### config.mk
export PLATFORM = sky130hd
export DESIGN_NAME = dac_latch_ctrl
export DESIGN_NICKNAME = d
export VERILOG_FILES = /design/src/rtl/dac_latch_pkg.sv /design/src/rtl/dlc_regbank.sv /design/src/rtl/dlc_event_sel.sv /design/src/rtl/dlc_justify.sv /design/src/rtl/dac_latch_ctrl.sv
export SDC_FILE = /design/constraint.sdc
export NUM_CORES = 1
export LEC_CHECK = 0
export BUFFER_PORTS_ARGS = -buffer_cell sky130_fd_sc_hd__buf_2
export CORE_MARGIN = 3
export CORE_UTILIZATION = 54
export DETAILED_ROUTE_END_ITERATION = 7
export GPL_TIMING_DRIVEN = 1
export PLACE_DENSITY_LB_ADDON = 0.2
export REMOVE_ABC_BUFFERS = 1
export SLEW_MARGIN = 20
export SYNTH_ARGS = -nofsm -noshare
export SYNTH_HDL_FRONTEND = slang
export SYNTH_SLANG_ARGS = --single-unit
### constraint.sdc
create_clock -name clk -period 2.21 [get_ports clk]
set_clock_uncertainty 0.2 [all_clocks]
set_input_delay 0.442 -clock clk [delete_from_list [all_inputs] [get_ports clk]]
set_output_delay 0.442 -clock clk [all_outputs]
set_load 0.005 [all_outputs]
### src/rtl/dac_latch_pkg.sv
package dac_latch_pkg;

   // register addresses
   localparam int REG_CTRL = 0;
   localparam int REG_LO   = 1;
   localparam int REG_HI   = 2;

   // control byte field positions
   localparam int CTRL_EN_BIT   = 7;
   localparam int CTRL_MODE_LSB = 3;
   localparam int CTRL_FMT_LSB  = 0;

   localparam logic [2:0] FMT_LEFT = 3'b111;

   typedef enum logic [1:0] {
      UPD_ON_HIGH = 2'd0,
      UPD_TMR3    = 2'd1,
      UPD_TMR4    = 2'd2,
      UPD_TMR2    = 2'd3
   } upd_mode_e;

   typedef struct packed {
      logic       en;
      upd_mode_e  mode;
      logic [2:0] fmt;
   } ctrl_t;

endpackage

### src/rtl/dlc_regbank.sv
module dlc_regbank
   import dac_latch_pkg::*;
#(
   parameter int BYTE_W = 8,
   parameter int ADDR_W = 2
) (
   input  logic              clk,
   input  logic              rst_n,
   input  logic              wr_en,
   input  logic [ADDR_W-1:0] addr,
   input  logic [BYTE_W-1:0] wr_data,
   output ctrl_t             ctrl_q,
   output logic [BYTE_W-1:0] lo_d,
   output logic [BYTE_W-1:0] hi_d,
   output logic              hi_wr,
   output logic [BYTE_W-1:0] rd_data
);

   localparam logic [ADDR_W-1:0] A_CTRL = ADDR_W'(REG_CTRL);
   localparam logic [ADDR_W-1:0] A_LO   = ADDR_W'(REG_LO);
   localparam logic [ADDR_W-1:0] A_HI   = ADDR_W'(REG_HI);

   logic              sel_ctrl, sel_lo, sel_hi;
   logic [BYTE_W-1:0] lo_q, hi_q;
   ctrl_t             ctrl_d;
   logic [BYTE_W-1:0] ctrl_rd;

   always_comb begin
      sel_ctrl = wr_en && (addr == A_CTRL);
      sel_lo   = wr_en && (addr == A_LO);
      sel_hi   = wr_en && (addr == A_HI);
   end

   assign hi_wr = sel_hi;

   // next-state values of the staging bytes (post-write view)
   always_comb begin
      lo_d = sel_lo ? wr_data : lo_q;
      hi_d = sel_hi ? wr_data : hi_q;
   end

   always_comb begin
      ctrl_d = ctrl_q;
      if (sel_ctrl) begin
         ctrl_d.en   = wr_data[CTRL_EN_BIT];
         ctrl_d.mode = upd_mode_e'(wr_data[CTRL_MODE_LSB +: 2]);
         ctrl_d.fmt  = wr_data[CTRL_FMT_LSB +: 3];
      end
   end

   always_ff @(posedge clk or negedge rst_n) begin
      if (!rst_n) begin
         lo_q   <= '0;
         hi_q   <= '0;
         ctrl_q <= '0;
      end else begin
         lo_q   <= lo_d;
         hi_q   <= hi_d;
         ctrl_q <= ctrl_d;
      end
   end

   always_comb begin
      ctrl_rd                        = '0;
      ctrl_rd[CTRL_EN_BIT]           = ctrl_q.en;
      ctrl_rd[CTRL_MODE_LSB +: 2]    = ctrl_q.mode;
      ctrl_rd[CTRL_FMT_LSB +: 3]     = ctrl_q.fmt;
   end

   always_comb begin
      unique case (addr)
         A_CTRL:  rd_data = ctrl_rd;
         A_LO:    rd_data = lo_q;
         A_HI:    rd_data = hi_q;
         default: rd_data = '0;
      endcase
   end

endmodule

### src/rtl/dlc_event_sel.sv
module dlc_event_sel
   import dac_latch_pkg::*;
#(
   parameter int N_TMR  = 3,
   parameter int MODE_W = 2
) (
   input  upd_mode_e        mode,
   input  logic             hi_wr,
   input  logic [N_TMR-1:0] tmr_ovf,
   output logic             fire
);

   localparam int N_SRC = N_TMR + 1;

   logic [N_SRC-1:0] src;

   assign src[0] = hi_wr;

   for (genvar i = 0; i < N_TMR; i++) begin : g_src
      assign src[i+1] = tmr_ovf[i];
   end

   if (N_SRC != (1 << MODE_W)) begin : g_bad_src
      $error("dlc_event_sel: source count must fill the mode field");
   end

   assign fire = src[MODE_W'(mode)];

endmodule

### src/rtl/dlc_justify.sv
module dlc_justify
   import dac_latch_pkg::*;
#(
   parameter int BYTE_W = 8,
   parameter int CODE_W = 12
) (
   input  logic [BYTE_W-1:0] hi,
   input  logic [BYTE_W-1:0] lo,
   input  logic [2:0]        fmt,
   output logic [CODE_W-1:0] code
);

   localparam int PAIR_W = 2 * BYTE_W;

   logic [PAIR_W-1:0] pair;
   assign pair = {hi, lo};

   if (CODE_W == PAIR_W) begin : g_full
      // full-width code: justification is a no-op
      logic unused_fmt;
      assign unused_fmt = ^fmt;
      assign code       = pair;
   end else begin : g_mux
      logic [CODE_W-1:0] right_c, left_c;
      assign right_c = pair[CODE_W-1:0];
      assign left_c  = pair[PAIR_W-1 -: CODE_W];
      assign code    = (fmt == FMT_LEFT) ? left_c : right_c;
   end

endmodule

### src/rtl/dac_latch_ctrl.sv
module dac_latch_ctrl
   import dac_latch_pkg::*;
#(
   parameter int BYTE_W = 8,
   parameter int CODE_W = 12,
   parameter int ADDR_W = 2,
   parameter int N_TMR  = 3
) (
   input  logic              clk,
   input  logic              rst_n,
   input  logic              wr_en,
   input  logic [ADDR_W-1:0] addr,
   input  logic [BYTE_W-1:0] wr_data,
   output logic [BYTE_W-1:0] rd_data,
   input  logic              tmr3_ovf,
   input  logic              tmr4_ovf,
   input  logic              tmr2_ovf,
   output logic [CODE_W-1:0] dac_code
);

   localparam int MODE_W = 2;

   if (BYTE_W < 8) begin : g_bad_byte
      $error("dac_latch_ctrl: control layout needs at least 8-bit bytes");
   end
   if (CODE_W <= BYTE_W || CODE_W > 2 * BYTE_W) begin : g_bad_code
      $error("dac_latch_ctrl: code width must lie above one byte and within two");
   end
   if (ADDR_W < 2) begin : g_bad_addr
      $error("dac_latch_ctrl: three registers need a 2-bit address");
   end
   if (N_TMR != 3) begin : g_bad_tmr
      $error("dac_latch_ctrl: three timer sources are wired at the ports");
   end

   ctrl_t             ctrl_q;
   logic [BYTE_W-1:0] lo_d, hi_d;
   logic              hi_wr;
   logic              fire;
   logic [N_TMR-1:0]  tmr_vec;
   logic [CODE_W-1:0] next_code;
   logic [CODE_W-1:0] out_q;
   logic              en;

   assign tmr_vec = {tmr2_ovf, tmr4_ovf, tmr3_ovf};
   assign en      = ctrl_q.en;

   dlc_regbank #(
      .BYTE_W (BYTE_W),
      .ADDR_W (ADDR_W)
   ) u_regs (
      .clk     (clk),
      .rst_n   (rst_n),
      .wr_en   (wr_en),
      .addr    (addr),
      .wr_data (wr_data),
      .ctrl_q  (ctrl_q),
      .lo_d    (lo_d),
      .hi_d    (hi_d),
      .hi_wr   (hi_wr),
      .rd_data (rd_data)
   );

   dlc_event_sel #(
      .N_TMR  (N_TMR),
      .MODE_W (MODE_W)
   ) u_evt (
      .mode    (ctrl_q.mode),
      .hi_wr   (hi_wr),
      .tmr_ovf (tmr_vec),
      .fire    (fire)
   );

   dlc_justify #(
      .BYTE_W (BYTE_W),
      .CODE_W (CODE_W)
   ) u_just (
      .hi   (hi_d),
      .lo   (lo_d),
      .fmt  (ctrl_q.fmt),
      .code (next_code)
   );

   always_ff @(posedge clk or negedge rst_n) begin
      if (!rst_n) begin
         out_q <= '0;
      end else if (!en) begin
         out_q <= '0;
      end else if (fire) begin
         out_q <= next_code;
      end
   end

   assign dac_code = en ? out_q : '0;

endmodule

Word-level counts from Yosys, hierarchy flattened
Index checks and enable logic that the tools add are counted.

storage, ports and cells
  word-level logic and storage cells = 24
  register bits = 34

operators by class
  $lt $le $gt $ge = 1
  equality and inequality tests = 4
  muxes and demuxes = 9
  reduce and logical (&&, ||, !) cells = 4

operator list
  cell                number
  $mux 12             4
  $pmux 8 s3          1
  $mux 8              2
  $eq 3x3->1 const B  1
  $logic_and 1x1->1   3
  $lt 2x3->1 const B  1
  $bmux 1 s2          1
  $eq 2x1->1 const B  1
  $eq 2x2->1 const B  1
  $logic_not 2->1     1
  $ne 2x2->1 const B  1
  $mux 1              1

Logic depth before layout (Yosys ltp)
  word-level depth = 6
  mapped depth = 6
  mapped depth without buffers = 4

By module
From an unflattened synthesis, not the netlist that was laid out.

unflattened totals
  cells, all modules = 133
  area total of the unflattened synthesis = 1833.0 µm²

by module, submodules not included
  module          area an instance (µm²)  times used  cells an instance  sequential area each (µm²)
  dlc_regbank     1027.2                  1           67                 550.5
  dac_latch_ctrl  589.3                   1           51                 300.3
  dlc_justify     193.9                   1           14                 0.0
  dlc_event_sel   22.5                    1           1                  0.0

Worst setup path before layout
OpenSTA, ideal clock, no wires.

  kind = input to register
  from = input addr[0]
  to = register out_q[2]
  data required time = 1.888 ns
  slack = 0.402 ns
  setup time = 0.122 ns
  arrival = 1.486 ns
  stages on the path = 6
  path buffers = 2
  cells stage by stage = buf_4 > nand3b_1 > buf_6 > mux2_4 > nand2b_1 > a32o_1

on the way
  longest elaborated chain between the ends = 6
  elaborated cells on any way between the ends = 11

RTL lines
  element               RTL line              text
  start, declared       dac_latch_ctrl.sv:12  input logic [ADDR_W-1:0] addr,
  $eq 2x1->1            dlc_regbank.sv:30     sel_lo = wr_en && (addr == A_LO);
  $logic_and 1x1->1     dlc_regbank.sv:30
  $mux 8                dlc_regbank.sv:38     lo_d = sel_lo ? wr_data : lo_q;
  named net lo_d[2]     dac_latch_ctrl.sv:37  logic [BYTE_W-1:0] lo_d, hi_d;
  $mux 12               dlc_justify.sv:27     assign code = (fmt == FMT_LEFT) ? left_c : right_c;
  $mux 12               dac_latch_ctrl.sv:89  end else if (fire) begin
  $mux 12               dac_latch_ctrl.sv:87  end else if (!en) begin
  end signal, assigned  dac_latch_ctrl.sv:90  out_q <= next_code;
  end, declared         dac_latch_ctrl.sv:42  logic [CODE_W-1:0] out_q;

The timed path passes the listed nets, and every way through them passes these cells. The select of a mux whose other input is x is not followed.
A chain may end at the register's enable or synchronous reset.

Worst setup path in the final report
  from = input addr[0]
  to = output rd_data[7]

on the way
  longest elaborated chain between the ends = 2
  elaborated cells on any way between the ends = 4

RTL lines
  element                                   RTL line              text
  $eq 2x2->1, or another cell as far along  dlc_regbank.sv:71     unique case (addr)
  $pmux 8 s3 *                              dlc_regbank.sv:71
  end, declared                             dac_latch_ctrl.sv:14  output logic [BYTE_W-1:0] rd_data,

Every way passes the cells marked *; elsewhere a longest branch is shown, timed or not.

==> summary.txt <==
Outcome = finished clean
Final Setup Violations = 0
NetSw = 518 uW
Pwr/cell area = 808 mW/mm^2
Most instantiated cells after synthesis = 34 x dfrtp_1, 22 x nand2_1, 15 x mux2i_1, 13 x and2_1, 12 x a32o_1
Post-synth top area share = 48.3%
Final non-filler cell total = 241
Sequential fraction of the synthesis area = 48.3%
Area of the core = 0.00308 sq mm
Io pins = 36
DR pass1 iterations = 4
Most frequent cell after synthesis = dfrtp_1
DIE AREA = 0.00398 sq mm
Post-Place Cell Area = 0.00198 sq mm
WHS = 0.152 ns
DR vias/cell = 5.58
EDFF count, synth = 0
Cell count after synthesis = 155
Area grow syn2layout = 16.7%
Flops & latches, synth = 34
Seq pwr share = 50.1%
CP startpoint kind = primary input
Leakage = 0.00110 uW
Die width = 63.1 microns
WL final = 4010 microns
Maximum VDD drop = 0.518 mV
Initial antenna violation count = 0
Critical path type = primary input to primary output
Syn Area/Cell = 11.4 sq um
Register area = 851 sq um
HP Class = primary input to flop
Top cells by area, synth = dfrtp_1 48%, mux2i_1 8.5%, a32o_1 6.8%
Internal power = 1140 uW
Ys async rst share = 100%
Number of nets still failing antenna checks after routing = 0
Port buffer count = 35
Diode count = 0
Max Freq = 0.493 GHz
RSZ-0062 raised after global routing = no
CP required = 1.57 ns
GR Overflow Total = 0
Max_slew headroom = 39.3%
Rows = 20
Clock root buffer master = clkbuf_4
Clock share of power = 21.6%
Vias = 1345
Cell taking the most area after synthesis = dfrtp_1
Number of max-cap violations = 0
Die height = 63.1 microns
Footprint of the multi-input gates = 813 sq um
Inst Count DP = 232
GRT Util Overall = 22.9%
Sw frac = 31.2%
Max FO, Critical Path = 12
Layout cells sized above 1 = 33.5%
TritonCTS clock tree = yes
Setup_tns = 0 ns
NumNets Final = 212
Combinational power share = 28.3%
Clock sink total = 34
Fill count = 264
CTS Buf Count = 5
Initial Util = 57.2%
Synth Flop Type = dfrtp_1
Synth Warn # = 0
Synthesized area = 0.00176 sq mm
Yosys cell types = 24
H-tree Lvls = 2
Part of the cycle the worst path needs = 91.7%
Worst skew pair latency = 0.34 ns
Gp weighted congestion = 0.799
Setup bufs post-CTS = 0
Worst-Margin Slew = 0.909 ns
Routed WL per cell = 16.6 microns
Largest net degree at the start of global routing = 35
Fin crit period = 2.03 ns
First-pass GRT wire length = 7000 microns
Crit path DAT = 1.38 ns
Clock Path Buffers = 2
CP Capture Type = primary output
# DRC = 0
Pins Over Slew Limit = 0
CTS clk-pin slew, worst paths = 0.10 ns
Final Hold Fails = 0
Vias in the first global route = 1412
Final Cell Area = 0.00205 sq mm
DR iter-0 viols = 64
Dpl hpwl = 2770 microns
[critical path: stages]
cell	delay (ns)
buf_2	0.22
nor2b_1	0.23
buf_4	0.20
nand2_1	0.06
o21ai_0	0.09
buf_2	0.15
[through the flow]
step | setup slack (ns) | util (%) | total power, uW
3_3_place_gp | 0.103 | 64.5 | 1280
2_1_floorplan | 0.296 | - | 1120
6_report | 0.184 | 66.7 | 1660
3_5_place_dp | 0.0619 | 64.5 | 1310
4_1_cts | 0.212 | 66.7 | 1680
5_1_grt | 0.111 | 66.7 | 1780
[worst paths after layout]
kind	from	to	slack, ns	depth (start not counted)
max	addr[0]	rd_data[7]	0.18	6
min	wr_data[6]	u_regs.hi_q[6]	0.15	2
max reg2reg	u_regs.ctrl_q[3]	out_q[8]	0.25	4
min reg2reg	out_q[4]	out_q[4]	0.29	1
max in group asynchronous	rst_n	u_regs.hi_q[5]	0.85	2
min in group asynchronous	rst_n	u_regs.hi_q[3]	0.49	2
[state kept, by name, indices dropped and copies added (netlist names)]
| signal | cells |
|---|---|
| u_regs.hi_q | 8 |
| out_q | 12 |
| u_regs.ctrl_q | 6 |
| u_regs.lo_q | 8 |
[power by group through the flow]
stage               registers (uW)  logic (uW)  clock network (uW)
floorplan                      818         297                   0
global placement               835         449                   0
detailed placement             842         469                   0
CTS                            830         474                 374
global route                   849         525                 409
finish                         832         471                 358
[layout by cell type (no fill, tap or decap), types with 2 or more instances in the layout]
cell type / Yosys / layout
mux2i_1: 15 / 15
buf_4: 1 / 8
nand2b_1: 8 / 8
nor2b_1: 3 / 3
inv_1: 8 / 8
a22o_1: 2 / 2
mux2_2: 6 / 6
buf_2: 2 / 35
nand2_1: 22 / 22
and2_1: 13 / 13
mux2_4: 8 / 8
a32o_1: 12 / 12
clkbuf_4: 0 / 5
dfrtp_1: 34 / 34
o21ai_0: 6 / 6
[timing repair]
action | 4_1_cts | 5_1_grt
hold endpoints to repair | 34 | 0
gates resized for setup | 0 | 0
hold buffers | 1 | 0
[area by class of cell]
type | instances | area share, %
Inverter | 8 | 1.46
Timing Repair Buffer | 44 | 11.9
Tap cell | 44 | 2.68
Clock inverter | 1 | 0.244
Clock buffer | 7 | 2.68
Sequential cell | 34 | 41.4
Multi-Input combinational cell | 103 | 39.6
[logic make-up (layout without fill, tap and decap cells)]
family / Yosys count / count (layout) / synth area share, %
simple gates: 52 / 52 / 16.8
compound gates: 22 / 22 / 10.2
buf+inv: 18 / 60 / 5.47
mux: 29 / 29 / 19.2
flops: 34 / 34 / 48.3
[metal layers]
layer	routed length [microns]	track usage [%]
met5	0	0
met4	52	7.44
met3	308	7.84
met2	1870	37.0
met1	1780	28.7
No activity file was read; power rests on OpenSTA's default activity.
